[config.mk]
export PLATFORM = sky130hd
export DESIGN_NAME = nor_status_gen
export DESIGN_NICKNAME = d
export VERILOG_FILES = /design/src/rtl/nor_stat_pkg.sv /design/src/rtl/nor_stat_sector.sv /design/src/rtl/nor_stat_seq.sv /design/src/rtl/nor_stat_toggle.sv /design/src/rtl/nor_status_gen.sv
export SDC_FILE = /design/constraint.sdc
export NUM_CORES = 1
export LEC_CHECK = 0
export ABC_AREA = 1
export BUFFER_PORTS_ARGS = -buffer_cell sky130_fd_sc_hd__buf_2
export CAP_MARGIN = 15
export CORE_ASPECT_RATIO = 2
export CORE_MARGIN = 3
export CORE_UTILIZATION = 30
export DETAILED_ROUTE_END_ITERATION = 12
export GPL_TIMING_DRIVEN = 0
export MAX_ROUTING_LAYER = met4
export PLACE_DENSITY_LB_ADDON = 0.12
export SLEW_MARGIN = 20
export SYNTH_ARGS = -nofsm -noshare
export SYNTH_HDL_FRONTEND = slang
export SYNTH_SLANG_ARGS = --single-unit
[constraint.sdc]
create_clock -name clk -period 2 [get_ports clk]
set_input_delay 0.2 -clock clk [delete_from_list [all_inputs] [get_ports clk]]
set_output_delay 0.2 -clock clk [all_outputs]
set_load 0.02 [all_outputs]
[src/rtl/nor_stat_pkg.sv]
package nor_stat_pkg;

   typedef enum logic [2:0] {
      ST_IDLE  = 3'd0,
      ST_PGM   = 3'd1,
      ST_ERS   = 3'd2,
      ST_ESUSP = 3'd3,
      ST_SPGM  = 3'd4,
      ST_GUARD = 3'd5
   } op_state_e;

   localparam int STAT_W   = 8;
   localparam int BIT_ANY  = 6;
   localparam int BIT_SECT = 2;

   function automatic int sect_bits(input int n);
      return (n > 1) ? $clog2(n) : 1;
   endfunction

endpackage

[src/rtl/nor_stat_sector.sv]
module nor_stat_sector
   import nor_stat_pkg::*;
#(
   parameter int ADDR_W = 8,
   parameter int SECT_N = 8
) (
   input  logic [ADDR_W-1:0] addr,
   input  logic [SECT_N-1:0] mask,
   output logic              hit
);
   localparam int SECT_W = sect_bits(SECT_N);

   generate
      if (SECT_N == 1) begin : g_single
         assign hit = mask[0];
      end else begin : g_multi
         logic [SECT_W-1:0] idx;
         assign idx = addr[ADDR_W-1 -: SECT_W];
         assign hit = mask[idx];
      end
   endgenerate

endmodule

[src/rtl/nor_stat_seq.sv]
module nor_stat_seq
   import nor_stat_pkg::*;
#(
   parameter int SECT_N       = 8,
   parameter int GUARD_ERS_CY = 400,
   parameter int GUARD_PGM_CY = 4
) (
   input  logic              clk,
   input  logic              rst_n,
   input  logic              start_pgm,
   input  logic              pgm_prot,
   input  logic              start_erase,
   input  logic [SECT_N-1:0] erase_mask,
   input  logic [SECT_N-1:0] prot_mask,
   input  logic              suspend_req,
   input  logic              resume_req,
   input  logic              op_done,
   output op_state_e         st,
   output logic              busy,
   output logic [SECT_N-1:0] sel_mask,
   output logic              op_start
);
   localparam int GUARD_MAX = (GUARD_ERS_CY > GUARD_PGM_CY) ? GUARD_ERS_CY : GUARD_PGM_CY;
   localparam int CNT_W     = $clog2(GUARD_MAX + 1);

   logic [CNT_W-1:0]  cnt_q;
   logic              ret_susp_q;
   logic              acc_pgm, acc_ers;
   logic [SECT_N-1:0] ers_eff;

   assign ers_eff  = erase_mask & ~prot_mask;
   assign acc_pgm  = start_pgm && (st == ST_IDLE || st == ST_ESUSP);
   assign acc_ers  = start_erase && !start_pgm && (st == ST_IDLE);
   assign op_start = acc_pgm || acc_ers;
   assign busy     = (st == ST_PGM) || (st == ST_ERS) || (st == ST_SPGM) || (st == ST_GUARD);

   always_ff @(posedge clk or negedge rst_n) begin
      if (!rst_n) begin
         st         <= ST_IDLE;
         cnt_q      <= '0;
         ret_susp_q <= 1'b0;
         sel_mask   <= '0;
      end else begin
         unique case (st)
            ST_IDLE: begin
               if (acc_pgm) begin
                  if (pgm_prot) begin
                     st         <= ST_GUARD;
                     cnt_q      <= CNT_W'(GUARD_PGM_CY - 1);
                     ret_susp_q <= 1'b0;
                  end else begin
                     st <= ST_PGM;
                  end
               end else if (acc_ers) begin
                  if (ers_eff == '0) begin
                     st         <= ST_GUARD;
                     cnt_q      <= CNT_W'(GUARD_ERS_CY - 1);
                     ret_susp_q <= 1'b0;
                  end else begin
                     st       <= ST_ERS;
                     sel_mask <= ers_eff;
                  end
               end
            end
            ST_PGM: begin
               if (op_done) st <= ST_IDLE;
            end
            ST_ERS: begin
               if (op_done) begin
                  st       <= ST_IDLE;
                  sel_mask <= '0;
               end else if (suspend_req) begin
                  st <= ST_ESUSP;
               end
            end
            ST_ESUSP: begin
               if (acc_pgm) begin
                  if (pgm_prot) begin
                     st         <= ST_GUARD;
                     cnt_q      <= CNT_W'(GUARD_PGM_CY - 1);
                     ret_susp_q <= 1'b1;
                  end else begin
                     st <= ST_SPGM;
                  end
               end else if (resume_req) begin
                  st <= ST_ERS;
               end
            end
            ST_SPGM: begin
               if (op_done) st <= ST_ESUSP;
            end
            ST_GUARD: begin
               if (cnt_q == '0) begin
                  st <= ret_susp_q ? ST_ESUSP : ST_IDLE;
               end else begin
                  cnt_q <= cnt_q - 1'b1;
               end
            end
            default: st <= ST_IDLE;
         endcase
      end
   end

endmodule

[src/rtl/nor_stat_toggle.sv]
module nor_stat_toggle #(
   parameter int RD_SYNC = 0
) (
   input  logic clk,
   input  logic rst_n,
   input  logic oe_n,
   input  logic ce_n,
   input  logic busy,
   input  logic sect_hit,
   input  logic clr,
   output logic rd_strobe,
   output logic tog_any,
   output logic tog_sect
);
   logic rd_act, rd_act_q;

   generate
      if (RD_SYNC == 0) begin : g_direct
         assign rd_act = ~oe_n & ~ce_n;
      end else begin : g_sync
         logic [RD_SYNC-1:0] sh_q;
         always_ff @(posedge clk or negedge rst_n) begin
            if (!rst_n) sh_q <= '0;
            else        sh_q <= {sh_q[RD_SYNC-2:0], ~oe_n & ~ce_n};
         end
         assign rd_act = sh_q[RD_SYNC-1];
      end
   endgenerate

   assign rd_strobe = rd_act & ~rd_act_q;

   always_ff @(posedge clk or negedge rst_n) begin
      if (!rst_n) begin
         rd_act_q <= 1'b0;
         tog_any  <= 1'b0;
         tog_sect <= 1'b0;
      end else begin
         rd_act_q <= rd_act;
         if (clr) begin
            tog_any  <= 1'b0;
            tog_sect <= 1'b0;
         end else if (rd_strobe) begin
            if (busy)     tog_any  <= ~tog_any;
            if (sect_hit) tog_sect <= ~tog_sect;
         end
      end
   end

endmodule

[src/rtl/nor_status_gen.sv]
module nor_status_gen
   import nor_stat_pkg::*;
#(
   parameter int ADDR_W       = 8,
   parameter int SECT_N       = 8,
   parameter int CLK_MHZ      = 4,
   parameter int ERS_GUARD_US = 100,
   parameter int PGM_GUARD_US = 1,
   parameter int RD_SYNC      = 0
) (
   input  logic              clk,
   input  logic              rst_n,
   input  logic              start_pgm,
   input  logic [ADDR_W-1:0] pgm_addr,
   input  logic              start_erase,
   input  logic [SECT_N-1:0] erase_mask,
   input  logic [SECT_N-1:0] prot_mask,
   input  logic              suspend_req,
   input  logic              resume_req,
   input  logic              op_done,
   input  logic              oe_n,
   input  logic              ce_n,
   input  logic [ADDR_W-1:0] rd_addr,
   output logic              rb_pull_low,
   output logic [7:0]        status,
   output logic              array_sel
);
   localparam int SECT_W       = sect_bits(SECT_N);
   localparam int GUARD_ERS_CY = ERS_GUARD_US * CLK_MHZ;
   localparam int GUARD_PGM_CY = PGM_GUARD_US * CLK_MHZ;

   generate
      if ((1 << $clog2(SECT_N)) != SECT_N) begin : g_bad_sect
         $error("SECT_N must be a power of two");
      end
      if (SECT_N > 1 && SECT_W > ADDR_W) begin : g_bad_addr
         $error("ADDR_W too small for SECT_N");
      end
      if (GUARD_ERS_CY < 1 || GUARD_PGM_CY < 1) begin : g_bad_guard
         $error("guard windows must be at least one cycle");
      end
      if (RD_SYNC < 0 || RD_SYNC == 1 || RD_SYNC > 4) begin : g_bad_sync
         $error("RD_SYNC must be 0 or 2..4");
      end
   endgenerate

   op_state_e         st;
   logic              busy, op_start, pgm_prot, rd_hit, rd_strobe;
   logic              tog_any, tog_sect;
   logic [SECT_N-1:0] sel_mask;

   nor_stat_sector #(.ADDR_W(ADDR_W), .SECT_N(SECT_N)) u_pgm_sect (
      .addr (pgm_addr),
      .mask (prot_mask),
      .hit  (pgm_prot)
   );

   nor_stat_sector #(.ADDR_W(ADDR_W), .SECT_N(SECT_N)) u_rd_sect (
      .addr (rd_addr),
      .mask (sel_mask),
      .hit  (rd_hit)
   );

   nor_stat_seq #(
      .SECT_N       (SECT_N),
      .GUARD_ERS_CY (GUARD_ERS_CY),
      .GUARD_PGM_CY (GUARD_PGM_CY)
   ) u_seq (
      .clk         (clk),
      .rst_n       (rst_n),
      .start_pgm   (start_pgm),
      .pgm_prot    (pgm_prot),
      .start_erase (start_erase),
      .erase_mask  (erase_mask),
      .prot_mask   (prot_mask),
      .suspend_req (suspend_req),
      .resume_req  (resume_req),
      .op_done     (op_done),
      .st          (st),
      .busy        (busy),
      .sel_mask    (sel_mask),
      .op_start    (op_start)
   );

   nor_stat_toggle #(.RD_SYNC(RD_SYNC)) u_tog (
      .clk       (clk),
      .rst_n     (rst_n),
      .oe_n      (oe_n),
      .ce_n      (ce_n),
      .busy      (busy),
      .sect_hit  (rd_hit),
      .clr       (op_start),
      .rd_strobe (rd_strobe),
      .tog_any   (tog_any),
      .tog_sect  (tog_sect)
   );

   always_comb begin
      status           = '0;
      status[BIT_ANY]  = tog_any;
      status[BIT_SECT] = tog_sect;
   end

   assign rb_pull_low = busy;
   assign array_sel   = !busy && !rd_hit;

endmodule

# Yosys cells after proc, flatten, opt, wreduce, memory -nomap -nowiden
# Cells that the tools add are included.
[word_totals] reg_bits=24 latch_bits=0 ramBits=0 romBits=0 inputBits=41 out_inout_bits=10 elab_cells=109 memories=0
[op_classes] add_sub_neg=1 n_mul=0 n_div=0 n_lt_le_gt_ge=2 eq_ne=20 n_shift=0 n_mux=43 bitwise=9 n_reduce_logical=27
[ops] op="$mux W9" n=6
[ops] op="$mux W3" n=11
[ops] op="$mux W8" n=4
[ops] op="$pmux W9 S3" n=1
[ops] op="$pmux W3 S6" n=1
[ops] op="$ne A2 B2 Y1 const B" n=8
[ops] op="$pmux W8 S2" n=1
[ops] op="$mux W1" n=15
[ops] op="$reduce_and A6 Y1" n=2
[ops] op="$reduce_and A5 Y1" n=2
[ops] op="$reduce_bool A2 Y1" n=5
[ops] op="$logic_not A9 Y1" n=1
[ops] op="$sub A9 B1 Y9 const B" n=1
[ops] op="$and A8 B8 Y8" n=1
[ops] op="$logic_not A8 Y1" n=1
[ops] op="$lt A3 B4 Y1 const B" n=2
[ops] op="$not A8 Y8" n=1
[ops] op="$bmux W1 S3" n=2
[ops] op="$eq A3 B2 Y1 const B" n=2
[ops] op="$eq A3 B3 Y1 const B" n=2
[ops] op="$ne A3 B2 Y1 const B" n=2
[ops] op="$ne A3 B3 Y1 const B" n=2
[ops] op="$logic_or A1 B1 Y1" n=5
[ops] op="$not A1 Y1" n=5
[ops] op="other kinds (11)" n=19

# Longest topological paths before layout
# Gate-level depths: netlist (run 1).
[depth] word_depth=7 depth_mapped=11 depth_no_buf=11

# Cells and area by module
# From an unflattened synthesis (run 1), not the netlist that was laid out.
[unflattened] hier_cells=334 hier_area_um2=2048.2
[by_module_without_submodules] mod="nor_stat_seq" instances=1 cells_per_inst=247 area_per_inst_um2=1601.5 seq_area_each_um2=525.5
[by_module_without_submodules] mod="nor_stat_sector" instances=2 cells_per_inst=28 area_per_inst_um2=110.1 seq_area_each_um2=0.0
[by_module_without_submodules] mod="nor_stat_toggle" instances=1 cells_per_inst=21 area_per_inst_um2=158.9 seq_area_each_um2=75.1
[by_module_without_submodules] mod="nor_status_gen" instances=1 cells_per_inst=10 area_per_inst_um2=67.6 seq_area_each_um2=0.0

# Least setup slack after synthesis (run 1)
# OpenSTA, ideal clock, no wires.
[synth_path] path_type="flip-flop to flip-flop" start="register u_seq.cnt_q[0]" end="register u_seq.st[2]" setup_time_ns=0.117 arrival_time_ns=1.384 required_time_ns=1.883 slack_ns=0.499 path_stages_with_launch=10 n_path_buf=0 synth_period_minus_slack_ns=1.501 path_cell_list="dfrtp_1 inv_1 ha_1 nand2_1 nor2_1 a21oi_2 nor3_2 inv_1 nand2_1 nand2_1"
[synth_between] elab_chain_cells=3
[synth_rtl] element="start, declared" line="nor_stat_seq.sv:26" source="logic [CNT_W-1:0] cnt_q;"
[synth_rtl] element="start signal, assigned" line="nor_stat_seq.sv:49" source="cnt_q <= CNT_W'(GUARD_PGM_CY - 1);"
[synth_rtl] element="start signal, assigned" line="nor_stat_seq.sv:57" source="cnt_q <= CNT_W'(GUARD_ERS_CY - 1);"
[synth_rtl] element="start signal, assigned" line="nor_stat_seq.sv:80" source="cnt_q <= CNT_W'(GUARD_PGM_CY - 1);"
[synth_rtl] element="$logic_not A9 Y1" line="nor_stat_seq.sv:93" source="if (cnt_q == '0) begin"
[synth_rtl] element="$ne A2 B2 Y1 (no source line)"
[synth_rtl] element="$reduce_and A6 Y1 (no source line)"
[synth_rtl] element="end signal, assigned" line="nor_stat_seq.sv:94" source="st <= ret_susp_q ? ST_ESUSP : ST_IDLE;"
[synth_rtl] element="end, declared" line="nor_stat_seq.sv:18" source="output op_state_e st,"
# No other way between the ends.
# A chain may end at the register's enable or synchronous reset.

# Final worst setup path (run 1)
# Ends and elaborated chain as after synthesis.

==> results of run 1 <==
[stage by stage]
step           power, mW  area [um^2]  utilization, %  setup WS [ns]
2_1_floorplan       1.81         1790               -          0.499
3_3_place_gp        2.18         2040            35.7          0.233
3_5_place_dp        2.19         2040            35.7          0.220
4_1_cts             2.71         2130            37.4          0.198
5_1_grt             2.91         2130            37.4        0.00376
6_report            2.67         2130            37.4          0.224
[timing repair]
item	in CTS	in global routing
endpoints found under the hold margin	24	0
setup buffers	0	0
hold buffers	1	0
[worst paths after layout]
check	slack (ns)	depth (start not counted)	start	endpoint
worst min register to register	0.48	2	u_seq.ret_susp_q	u_seq.ret_susp_q
worst max register to register	0.22	9	u_seq.cnt_q[0]	u_seq.st[2]
worst min-delay path	0.09	2	oe_n	u_tog.rd_act_q
min in group asynchronous	0.48	2	rst_n	u_seq.sel_mask[4]
worst max-delay path	0.22	9	u_seq.cnt_q[0]	u_seq.st[2]
max in group asynchronous	1.13	2	rst_n	u_seq.ret_susp_q
[layer usage]
| layer | up-vias | GRT usage (%) | wire (um) |
|---|---|---|---|
| met3 | 4 | 1.35 | 128 |
| met4 | 0 | 6.07 | 73 |
| met1 | 818 | 13.4 | 1630 |
| met5 | - | - | 0 |
| met2 | 32 | 35.6 | 3230 |
| li1 | 950 | - | - |
[cell families (layout without fill, tap and decap cells)]
group                      Yosys count  count (layout)  share of synthesized area (%)
AOI/OAI and AO/OA                   36              36                           10.8
adders and majority gates            1               1                          0.707
buffers and inverters               50              89                           12.4
and+or+nand+nor                    165             165                           42.0
DFF                                 24              24                           33.9
other                                1               6                          0.212
[layout make-up]
class                   instances  area share [%]
clock buffers                   4            4.16
plain buffers                   9            3.05
multi-input cells             208            45.4
well taps                      61            3.58
repair buffers                 35            8.44
flip-flops and latches         24            28.1
inverters                      41            7.21
[synth_stat cells (all sizes together)]
cell type	n	area, um^2
a21oi	6	41.3
and3	1	6.26
buf	9	65.1
conb	1	3.75
dfrtp	24	601
ha	1	12.5
inv	41	154
nand2	100	393
nand3	21	115
nand4	9	56.3
nor2	28	136
nor3	5	30.0
o21ai	30	150
or2	1	6.26
[flip-flops by register name, indices dropped and copies added, names as in the netlist]
signal            flops
u_tog.tog_any         1
u_seq.sel_mask        8
u_seq.st              3
u_tog.rd_act_q        1
u_seq.cnt_q           9
u_tog.tog_sect        1
u_seq.ret_susp_q      1
[power breakdown]
part           total [mW]  internal [mW]  leakage, nW  switching [mW]
sequential          0.774          0.648        0.303           0.125
combinational        1.39          0.460        0.859           0.928
clock               0.505          0.307       0.0442           0.198
[critical path: stages, from the launching register on]
cell and delay [ns]:
dfrtp_1 0.36, inv_1 0.10, ha_1 0.19, nand2_1 0.14, nor2_1 0.20, a21oi_2 0.13, nor3_2 0.33, inv_1 0.09
nand2_1 0.07, nand2_1 0.05
==> results.json, run 1 <==
{
  "cts.path.max_buffers": 2,
  "cts_sinks": 24,
  "multi_input_comb_area_um2": 970,
  "fin_setup_tns_ns": 0,
  "grtUsageTotal_pct": 16.9,
  "ctsResizeCount": 0,
  "layout_common_cells": "95 x nand2_1, 38 x inv_1, 35 x buf_2, 25 x nor2_1, 24 x dfrtp_1",
  "setup_violations": 0,
  "start_util_pct": 31.0,
  "synth-seq-area-share_pct": 33.9,
  "vias_per_cell": 4.72,
  "dpl.hpwl_um": 4200,
  "crit_type": "reg -> reg",
  "dr_total_vias": 1804,
  "drc": 0,
  "crit_path_max_fanout": 5,
  "ys_ff_latch": 24,
  "routedWlPerCell_um": 13.3,
  "grt_max_degree": 25,
  "grt_pass1_wl_um": 8450,
  "cts_buffers": 3,
  "portBuffers": 34,
  "arrival_ns": 1.94,
  "fin_crit_ns": 1.78,
  "instances_no_fill": 382,
  "clk_pin_slew_ns": 0.07,
  "finalWeightedCongestion": 0.819,
  "slew_headroom_pct": 60.3,
  "num_rows": 39,
  "core_um2": 5710,
  "die_w_um": 60.3,
  "fin_worst_skew_ns": 0.00176,
  "dr.pass1.iters": 4,
  "hold_violations": 0,
  "worst_pin_slew_ns": 0.596,
  "final_common_cell": "nand2_1",
  "cts_max_level": 1,
  "drive_gt1_share_pct": 20.2,
  "max_cap_viol_count": 0,
  "syn_inst": 277,
  "cp_data_required_time_ns": 2.16,
  "final_max_slew_viol_count": 0,
  "nFillCells": 654,
  "startpoint_type": "register",
  "antennaDiodeCount": 0,
  "avgSynthCellArea_um2": 6.39,
  "period_share_pct": 88.8,
  "rsz0062_at_grt": "no",
  "synth_cell_types": 24,
  "io_pins": 51,
  "power.density_nw_per_um2": 1250,
  "status": "finished clean",
  "die_area_um2": 6920,
  "hold_path.class": "in -> reg",
  "p_leak_nw": 1.21,
  "grt_pass1_vias": 1968,
  "end_kind": "register",
  "syn_to_final_growth_pct": 20.6,
  "dp.cells": 377,
  "holdWs_ns": 0.0893,
  "antenna_left": 0,
  "insertion_delay_ns": 0.27,
  "drtIter0Drc": 51,
  "synth_area_um2": 1770,
  "die_y_um": 115,
  "gr-total-overflow": 0,
  "routed_wirelength_um": 5060,
  "fmax_mhz": 563,
  "nNetsFinal": 364,
  "cts_tree": "built",
  "yosysWarnings": 0,
  "antenna_found_initial": 0,
  "regArea_um2": 601,
  "cts-root-buf": "clkbuf_16",
  "vdd_drop_max_v": 0.000721
}
Power figures use the tool's default switching activity.
==> run 2, diff against run 1 <==
--- a/config.mk
+++ b/config.mk
@@ -6,6 +6,7 @@
 export NUM_CORES = 1
 export LEC_CHECK = 0
 export ABC_AREA = 1
+export ABC_CLOCK_PERIOD_IN_PS = 1900
 export BUFFER_PORTS_ARGS = -buffer_cell sky130_fd_sc_hd__buf_2
 export CAP_MARGIN = 15
 export CORE_ASPECT_RATIO = 2
==> constraint.sdc (replaced) <==
create_clock -name clk -period 1.9 [get_ports clk]
set_input_delay 0.38 -clock clk [delete_from_list [all_inputs] [get_ports clk]]
set_output_delay 0.38 -clock clk [all_outputs]
set_load 0.02 [all_outputs]
==> results.json, run 2 (synthesized netlist as in run 1, its figures left out) <==
{
  "largest_reg_flops": 9,
  "portBuffers": 34,
  "drive_gt1_share_pct": 21.3,
  "worst_pin_slew_ns": 0.593,
  "die_area_um2": 6920,
  "slew_headroom_pct": 60.4,
  "dp.cells": 377,
  "cts.path.max_buffers": 2,
  "cts_max_level": 1,
  "holdWs_ns": 0.115,
  "routed_wirelength_um": 5070,
  "cts_buffers": 3,
  "insertion_delay_ns": 0.27,
  "syn_to_final_growth_pct": 21.6,
  "nNetsFinal": 363,
  "vdd_drop_max_v": 0.000762,
  "antenna_found_initial": 0,
  "hold_violations": 0,
  "routedWlPerCell_um": 13.3,
  "hold_path.class": "in -> async",
  "startpoint_type": "register",
  "cp_data_required_time_ns": 1.52,
  "end_kind": "output pin",
  "gr-total-overflow": 0,
  "crit_type": "reg -> out",
  "final_common_cell": "nand2_1",
  "hold_buffers": 0,
  "preCtsSetupSlack_ns": 0.120,
  "fmax_mhz": 559,
  "timing.final.ws_setup_ns": 0.111,
  "cts-root-buf": "clkbuf_16",
  "die_y_um": 115,
  "core_um2": 5710,
  "cts_sinks": 24,
  "crit_start": "u_seq.st[0]",
  "power_mw": 2.84,
  "grtUsageTotal_pct": 16.8,
  "num_rows": 39,
  "antenna_left": 0,
  "r2r_start": "u_seq.cnt_q[0]",
  "grt_pass1_vias": 1954,
  "setup_violations": 0,
  "drc": 0,
  "dr_total_vias": 1827,
  "start_util_pct": 31.0,
  "p_leak_nw": 1.21,
  "rsz0062_at_grt": "yes",
  "vias_per_cell": 4.80,
  "instances_no_fill": 381,
  "finalWeightedCongestion": 0.819,
  "layout_common_cells": "95 x nand2_1, 38 x inv_1, 34 x buf_2, 24 x nor2_1, 24 x dfrtp_1",
  "fin_crit_ns": 1.79,
  "finish.utilization_pct": 37.7,
  "antennaDiodeCount": 0,
  "final_max_slew_viol_count": 0,
  "fin_worst_skew_ns": 0.00155,
  "drtIter0Drc": 67,
  "power.density_nw_per_um2": 1320,
  "max_cap_viol_count": 0,
  "dpl.hpwl_um": 4200,
  "top_register": "u_seq.cnt_q",
  "period_share_pct": 94.2,
  "grt_pass1_wl_um": 8410,
  "arrival_ns": 1.41,
  "dr.pass1.iters": 4,
  "status": "finished clean",
  "top_regs": "u_seq.cnt_q: 9 flops, u_seq.sel_mask: 8 flops, u_seq.st: 3 flops",
  "cts_tree": "built",
  "die_w_um": 60.3,
  "clk_pin_slew_ns": 0.07,
  "grt_max_degree": 25,
  "crit_path_max_fanout": 5,
  "io_pins": 51
}
## run 2: per-layer routing
layer  GRT usage [%]  share of wire [%]
met1            13.4                 32
met2            35.5                 65
met3            1.35                2.6
met4            6.07               0.71
met5               -                  0
## run 2: layout make-up
cell class / instances / area, um^2
plain buffers: 9 / 65.1
clock buffers: 4 / 88.8
fillers: 648 / 3560
inverters: 41 / 154
multi-input cells: 208 / 995
flip-flops and latches: 24 / 601
well taps: 61 / 76.3
repair buffers: 34 / 173
## run 2: path summary, 6_finish.rpt
check,to,slack [ns],cells after the start
max,array_sel,0.11,5
min,u_seq.sel_mask[4],0.12,1
max reg2reg,u_seq.cnt_q[1],0.21,11
min reg2reg,u_seq.ret_susp_q,0.48,2
max in group asynchronous,u_seq.ret_susp_q,1.40,1
min in group clk,u_tog.rd_act_q,0.27,2
## run 2: what timing repair did
item	4_1_cts	5_1_grt
buffers inserted	0	0
setup endpoints to repair	1	5
gates resized for setup	2	6
## run 2: worst max-delay path, cell delays in order (launching register included)
cell and delay, ns:
dfrtp_1 0.45, inv_1 0.09, nand3_1 0.15, nand3_2 0.15
nor2_1 0.15, buf_4 0.15
## run 2: power breakdown
part	internal (mW)	switching [mW]	leakage, nW	total, mW
Combinational	0.502	0.994	0.864	1.50
Sequential	0.682	0.132	0.303	0.814
Clock	0.323	0.208	0.0442	0.532
## run 2: per-stage QoR
step           setup TNS [ns]  area [um^2]
3_5_place_dp                0         2040
2_1_floorplan               0         1790
6_report                    0         2150
4_1_cts                     0         2130
5_1_grt               -0.0317         2150
3_3_place_gp                0         2040
